`src/rtl/gscan_pkg.sv`:
```
package gscan_pkg;

  typedef enum logic [1:0] {
    MODE_OFF    = 2'b00,
    MODE_CONT   = 2'b01,
    MODE_JUMP   = 2'b10,
    MODE_SINGLE = 2'b11
  } scan_mode_e;

  // Strobes from control to the row datapath
  typedef struct packed {
    logic       clearRows;
    logic       scanEn;
    logic       dirFwd;
    scan_mode_e mode;
  } scan_ctl_t;

  localparam int unsigned CHAIN_MAX = 4;

endpackage

```
`src/rtl/gscan_ctrl.sv`:
```
module gscan_ctrl
  import gscan_pkg::*;
#(
  parameter int unsigned NUM_ROWS = 300,
  parameter int unsigned JUMP_GAP = 2,
  parameter int unsigned TW       = 11
) (
  input  logic          clk,
  input  logic          rst_n,
  input  logic          startN,
  input  logic          dirFwd,
  input  logic [1:0]    modeSel,
  input  logic [1:0]    strap,
  output scan_ctl_t     ctl,
  output logic [TW-1:0] tick,
  output logic [TW-1:0] base
);

  // last count value; lies beyond every chip's window and tail
  localparam logic [TW-1:0] TICK_LAST = TW'(CHAIN_MAX * NUM_ROWS + JUMP_GAP + 1);

  logic       running;
  logic [1:0] posFwd;
  logic [1:0] chainPos;

  always_ff @(posedge clk or negedge rst_n) begin
    if (!rst_n) begin
      running <= 1'b0;
      tick    <= '0;
    end else if (!startN) begin
      running <= 1'b1;
      tick    <= '0;
    end else if (running && (tick != TICK_LAST)) begin
      tick <= tick + TW'(1);
    end
  end

  // forward order: {1,1}->0, {0,1}->1, {1,0}->2, {0,0}->3
  always_comb begin
    posFwd   = {~strap[0], ~strap[1]};
    chainPos = dirFwd ? posFwd : (2'd3 - posFwd);
    base     = TW'(chainPos) * TW'(NUM_ROWS);
  end

  always_comb begin
    ctl.clearRows = ~startN;
    ctl.scanEn    = running;
    ctl.dirFwd    = dirFwd;
    ctl.mode      = scan_mode_e'(modeSel);
  end

endmodule

```
`src/rtl/gscan_rows.sv`:
```
module gscan_rows
  import gscan_pkg::*;
#(
  parameter int unsigned NUM_ROWS = 300,
  parameter int unsigned JUMP_GAP = 2,
  parameter int unsigned TW       = 11
) (
  input  logic                clk,
  input  logic                rst_n,
  input  scan_ctl_t           ctl,
  input  logic [TW-1:0]       tick,
  input  logic [TW-1:0]       base,
  output logic [NUM_ROWS-1:0] rowOut
);

  localparam logic [TW-1:0] SECOND_OFS = TW'(JUMP_GAP + 1);

  logic                inWin;
  logic [TW-1:0]       idx;
  logic                firstOn;
  logic                contOn;
  logic                jumpOn;
  logic [NUM_ROWS-1:0] hit;

  always_comb begin
    inWin   = ctl.scanEn && (tick >= base);
    idx     = tick - base;
    firstOn = inWin && (ctl.mode != MODE_OFF);
    contOn  = inWin && (ctl.mode == MODE_CONT);
    jumpOn  = inWin && (ctl.mode == MODE_JUMP);
  end

  for (genvar p = 0; p < NUM_ROWS; p++) begin : g_row
    localparam logic [TW-1:0] IDX_FWD = TW'(p);
    localparam logic [TW-1:0] IDX_REV = TW'(NUM_ROWS - 1 - p);
    logic [TW-1:0] slot;
    assign slot   = ctl.dirFwd ? IDX_FWD : IDX_REV;
    assign hit[p] = (firstOn && (idx == slot))
                  | (contOn  && (idx == slot + TW'(1)))
                  | (jumpOn  && (idx == slot + SECOND_OFS));
  end

  always_ff @(posedge clk or negedge rst_n) begin
    if (!rst_n)             rowOut <= '0;
    else if (ctl.clearRows) rowOut <= '0;
    else                    rowOut <= hit;
  end

endmodule

```
`src/rtl/gscan_top.sv`:
```
module gscan_top
  import gscan_pkg::*;
#(
  parameter int unsigned NUM_ROWS = 300,
  parameter int unsigned JUMP_GAP = 2
) (
  input  logic                clk,
  input  logic                rst_n,
  input  logic                startN,
  input  logic                dirFwd,
  input  logic [1:0]          modeSel,
  input  logic [1:0]          strap,
  output logic [NUM_ROWS-1:0] rowOut
);

  localparam int unsigned TW = $clog2(CHAIN_MAX * NUM_ROWS + JUMP_GAP + 2);

  scan_ctl_t     ctl;
  logic [TW-1:0] tick;
  logic [TW-1:0] base;

  gscan_ctrl #(.NUM_ROWS(NUM_ROWS), .JUMP_GAP(JUMP_GAP), .TW(TW)) u_ctrl (
    .clk(clk), .rst_n(rst_n), .startN(startN), .dirFwd(dirFwd),
    .modeSel(modeSel), .strap(strap), .ctl(ctl), .tick(tick), .base(base)
  );

  gscan_rows #(.NUM_ROWS(NUM_ROWS), .JUMP_GAP(JUMP_GAP), .TW(TW)) u_rows (
    .clk(clk), .rst_n(rst_n), .ctl(ctl), .tick(tick), .base(base),
    .rowOut(rowOut)
  );

endmodule

```
`config.mk`:
```
export PLATFORM = sky130hd
export DESIGN_NAME = gscan_top
export DESIGN_NICKNAME = d
export VERILOG_FILES = /design/src/rtl/gscan_pkg.sv /design/src/rtl/gscan_ctrl.sv /design/src/rtl/gscan_rows.sv /design/src/rtl/gscan_top.sv
export SDC_FILE = /design/constraint.sdc
export NUM_CORES = 1
export LEC_CHECK = 0
export ABC_AREA = 1
export ABC_CLOCK_PERIOD_IN_PS = 3300
export BUFFER_PORTS_ARGS = -buffer_cell sky130_fd_sc_hd__clkbuf_2
export CAP_MARGIN = 10
export CORE_MARGIN = 1.5
export CORE_UTILIZATION = 50
export CTS_CLUSTER_DIAMETER = 40
export DETAILED_ROUTE_END_ITERATION = 10
export HOLD_SLACK_MARGIN = 0.06
export PLACE_DENSITY = 0.85
export SLEW_MARGIN = 20
export SYNTH_ARGS = -nofsm -noshare
export SYNTH_HDL_FRONTEND = slang
export SYNTH_SLANG_ARGS = --single-unit
```
`constraint.sdc`:
```
create_clock -name clk -period 3.3 [get_ports clk]
set_input_delay 0.33 -clock clk [delete_from_list [all_inputs] [get_ports clk]]
set_output_delay 0.33 -clock clk [all_outputs]
set_load 0.1 [all_outputs]
```
---- Word-level counts from Yosys, hierarchy flattened ----
Cells that the tools add are included.
word-level totals
  register bits ........................... 312
  input bits .............................. 8
  output and inout bits ................... 300
  logic and storage cells ................. 3324
cells by class
  add/sub/neg operators ................... 603
  multiply operators ...................... 1
  $lt $le $gt $ge ......................... 1
  equality and inequality tests ........... 904
  multiplexer cells ....................... 304
  bitwise operators ....................... 602
  reductions and logical operators ........ 906
operator list
  cell                     count
  $eq A11 B11 Y1           900
  $add A11 B1 Y11 const B  301
  $add A11 B2 Y11 const B  300
  $mux W8                  168
  $logic_and A1 B1 Y1      905
  $mux W9                  88
  $or A1 B1 Y1             600
  $mux W300                1
  $mux W6                  24
  $mux W5                  8
  $mux W4                  8
  $mux W11                 2
  $ge A11 B11 Y1           1
  $ne A11 B11 Y1 const B   1
  $sub A11 B11 Y11         1
  $mux W2                  5
  $mul A2 B7 Y9 const B    1
  $eq A2 B1 Y1 const B     1
  $eq A2 B2 Y1 const B     1
  $ne A2 B1 Y1 const B     1
  $not A1 Y1               2
  $reduce_bool A2 Y1       1
  $sub A2 B2 Y2 const A    1

---- Depth between registers and ports, before layout ----
  depth in word-level cells ............... 11
  depth in mapped cells ................... 23

---- Cells and area by module ----
From an unflattened synthesis, not the netlist that was laid out.
second synthesis, totals
  cells, all modules ...................... 1939
  area, all modules ....................... 15381.0 um2
modules (own cells, without submodules)
  module      times used  cells an instance  area each (um2)  sequential area each (um2)
  gscan_rows  1           1820               14522.7          7507.2
  gscan_ctrl  1           119                858.3            300.3

---- Worst setup path after synthesis ----
Ideal clock, no wire load.
  path type ............................... input -> register
  start ................................... in dirFwd
  end ..................................... reg u_rows.rowOut[194]
  setup time .............................. 0.132 ns
  arrival ................................. 2.741 ns
  required time ........................... 3.168 ns
  path slack .............................. 0.427 ns
  stages .................................. 17
  path buffers ............................ 1
  cells stage by stage .................... inv_2 -> nand2_2 -> nand2_4 -> inv_1 -> ha_1 -> inv_1 -> fa_1 -> or2_2 -> nand2_1 -> inv_1 -> nand2_1 -> nor2_1 -> nand4_1 -> nand3_1 -> nand2_1 -> buf_2 -> nor2_1
between the ends
  longest elaborated chain between the ends .. 9
  elaborated cells between the ends (all ways) .. 20
  those cells by class .................... add/sub (3); mul (1); order compare (1); eq/ne (3); mux (3); bitwise (2); reduce/logical (7)
ends and longest elaborated chain
  item                                                      line              text
  start, declared                                           gscan_top.sv:10   input logic dirFwd,
  branches (longest 7 deep; another with $sub A11 B11 Y11)  --
  $or A1 B1 Y1 *                                            gscan_rows.sv:40  | (jumpOn && (idx == slot + SECOND_OFS));
  $mux W300 *                                               gscan_rows.sv:45  else if (ctl.clearRows) rowOut <= '0;
  end signal, assigned                                      gscan_rows.sv:46  else rowOut <= hit;
  end, declared                                             gscan_rows.sv:13  output logic [NUM_ROWS-1:0] rowOut
Every way passes the cells marked *.
A chain may end at the register's enable or synchronous reset.

---- Worst setup path after layout ----
  start ................................... reg u_ctrl.tick[2]
  end ..................................... reg u_rows.rowOut[133]
between the ends
  longest elaborated chain between the ends .. 7
  elaborated cells between the ends (all ways) .. 15
  those cells by class .................... add/sub (1); order compare (1); eq/ne (3); mux (1); bitwise (2); reduce/logical (7)
ends and longest elaborated chain
  item                                                      line              text
  start, declared                                           gscan_ctrl.sv:15  output logic [TW-1:0] tick,
  start signal, assigned                                    gscan_ctrl.sv:34  tick <= tick + TW'(1);
  branches (longest 5 deep; another with $sub A11 B11 Y11)  --
  $or A1 B1 Y1 *                                            gscan_rows.sv:40
  $mux W300 *                                               gscan_rows.sv:45
Marks and branches as above.

==> run metrics <==
P_leak=approximately 8 nW; wire length per cell=around 19 um; Max-Cap Viols=0; Fill cells=approximately 1900; routed wl met2=roughly 19 mm; CTS tree=built; Syn Inst Count=between 1000 and 1500; via/cell ratio=5.40; crit end category=flop; cell chosen for the clock root=clkbuf_16; Critical Path Sink=u_rows.rowOut[133]; CTS Buf Count=36; met3 wire len=roughly 2.9 mm; initial drt markers=around 1000; critical path data required time=approximately 3.7 ns; min cycle time layout=a little over 3 ns; crit path cell chain=inv_1 -> ha_1 -> fa_1 -> inv_1 -> nand3_2 -> nand2_1 -> nand2_1 -> nand2_1 -> nand2_1 -> nand2_1 -> nand3_4 -> inv_4 -> nand2_2 -> nor2_1; final hold vios=0; Antenna diodes=0; DR top layer=met4; clock-pin slew on the worst setup and hold paths=0.07 ns; num rows=57; pre-CTS WS=-0.135 ns; gpl congestion=between 0.9 and 1; Worst R2R Setup Slack=between 0.2 and 0.3 ns; Highest Clock Rate=331 MHz; Crit Path Category=reg -> reg; CP max stage delay=roughly 0.37 ns; clock buffer depth=3; crit-path max FO=25; final wirelength=approximately 38 mm; Layout area overhead=27.8%; PwrDens=roughly 540 nW/um^2; commonest cells after routing, fill and taps aside=nor2_1 (339), dfrtp_1 (312), clkbuf_2 (306), nand2_1 (253), nand3_1 (94); GRT Resource Usage Total=approximately 30%; die width=161 um; crit share post-route=between 90% and 100%; slowest CP cell=dfrtp_1; Design Power=about 8.6 mW; grt ovf=0; critical path startpoint category=flop; crit path DAT=between 3 and 4 ns; post-CTS setup buffer count=0; IO Pins=between 300 and 400; Mapped Avg Cell Area=between 9 and 10 sq um; DRC=0; commonest non-fill, non-tap cell in the layout=nor2_1; max-slew violation count=0; port bufs=around 310; Worst Tran Pin Value=0.695 ns; R2R cell count=14; vias in the first global route=~11000; DIE AREA=between 20000 and 30000 sq um; Sink Count=~310; Reg2Reg Launch Point=u_ctrl.tick[2]; Post-Route Utilization=65.4%; starting density of the core=between 50% and 60%; antenna viol nets, final=0; largest net degree at the start of global routing=between 90 and 100; sequential area share after synthesis=62.4%; RSZ-0062 raised after global routing=false; 1st-pass router iterations=5; global-route wire length before repair=59.7 mm; worst vdd ir=about 0.37 mV; Critical Path Start=u_ctrl.tick[2]; status=completed; HP Class=in -> reg; Die Y=about 160 um; Final Skew=0.0152 ns; reg2reg end=u_rows.rowOut[133]; htree depth=2; syn nets=around 1400; Met1 Routed Length=14.5 mm; Final #Nets=around 1700; total number of vias=between 10000 and 15000; Clock Latency Late Sink=about 0.5 ns; warning count from the yosys run=0; post-synth cell types=39; layout cell share with drive strength beyond 1=29.3%; Slew headroom=approximately 54%; post-DP HPWL=26.8 mm; initial antenna violation count=0; PnR worst setup slack=0.279 ns; Yosys reg bits=312; Most common cell on crit path=nand2_1; Core ar.=roughly 24000 sq um; cell area after synthesis=around 13000 sq um; Final setup violation count=0; Setup TNS=0 ns
-- kinds of logic after synthesis --
| kind of cell | Yosys count | share of synthesized area, % |
|---|---|---|
| buffers and inverters | 136 | 4.72 |
| adders and majority gates | 9 | 0.960 |
| xor gates and xnor gates | 7 | 0.760 |
| AOI/OAI and AO/OA | 86 | 3.52 |
| and+or+nand+nor | 789 | 27.6 |
| DFF | 312 | 62.4 |
-- metal layers --
layer / vias to the layer above / global-route usage, %
met2: 650 / 51.5
met3: 109 / 4.85
met1: 5292 / 37.8
met5: - / 0
met4: 0 / 11.5
li1: 4927 / -
-- through the flow --
step	instances	hold slack, ns	cell area, sq um
after floorplan	1339	0.0344	12500
after global placement	1970	0.391	14700
after detailed placement	1970	0.395	14700
after CTS	2032	0.320	16000
after global routing	2032	0.356	16000
final	2032	0.336	16000
-- where the power goes --
| part | switching, mW | internal (mW) | total, mW |
|---|---|---|---|
| Clock | 1.58 | 2.48 | 4.06 |
| Sequential | 0.00374 | 3.83 | 3.83 |
| Combinational | 0.518 | 0.171 | 0.689 |
-- synthesized netlist by cell type (all sizes together) --
cell type | count | share of area [%]
a211oi | 1 | 0.060
a21oi | 56 | 2.2
a31oi | 1 | 0.050
and3 | 1 | 0.050
buf | 47 | 2.0
clkbuf | 19 | 0.57
clkinv | 1 | 0.040
dfrtp | 312 | 62
fa | 1 | 0.16
ha | 8 | 0.80
inv | 69 | 2.1
nand2 | 277 | 9.1
nand3 | 106 | 4.8
nand3b | 1 | 0.090
nand4 | 38 | 1.9
nor2 | 353 | 11
nor3 | 10 | 0.57
nor4 | 2 | 0.10
o21ai | 27 | 1.1
o21bai | 1 | 0.060
or2 | 1 | 0.050
xnor2 | 2 | 0.14
xor2 | 5 | 0.62
-- area by class of cell --
type	count	area [sq um]	share of cell area [%]
flip-flops and latches	312	7810	48.8
multi-input cells	891	4110	25.7
repair buffers	374	2160	13.5
clock buffers	44	992	6.21
well taps	324	405	2.54
inverters	70	265	1.66
clock inverters	17	239	1.49
-- how the worst min path moves through the flow --
stage | end | startpoint | depth (start not counted)
finish | u_ctrl.running | startN | 3
global route | u_ctrl.running | startN | 3
CTS | u_ctrl.running | startN | 3
detailed placement | u_rows.rowOut[78] | rst_n | 1
global placement | u_rows.rowOut[109] | rst_n | 1
floorplan | u_ctrl.running | rst_n | 0
-- worst max-delay path, delay by kind of cell (launching register included) --
family / cells / cell delay (ns)
buffers and inverters: 3 / 0.59
DFF: 1 / 0.37
and+or+nand+nor: 9 / 1.33
adders and majority gates: 2 / 0.62
-- sequential cells by signal, summed over array words and instances, names as in the netlist --
| name | count |
|---|---|
| u_rows.rowOut | 300 |
| u_ctrl.running | 1 |
| u_ctrl.tick | 11 |
-- repair_timing --
item	CTS	global route
hold buffers	1	0
resized for setup	0	1
endpoints found under the setup margin	0	86
endpoints found under the hold margin	87	0
Power figures use the tool's default switching activity.
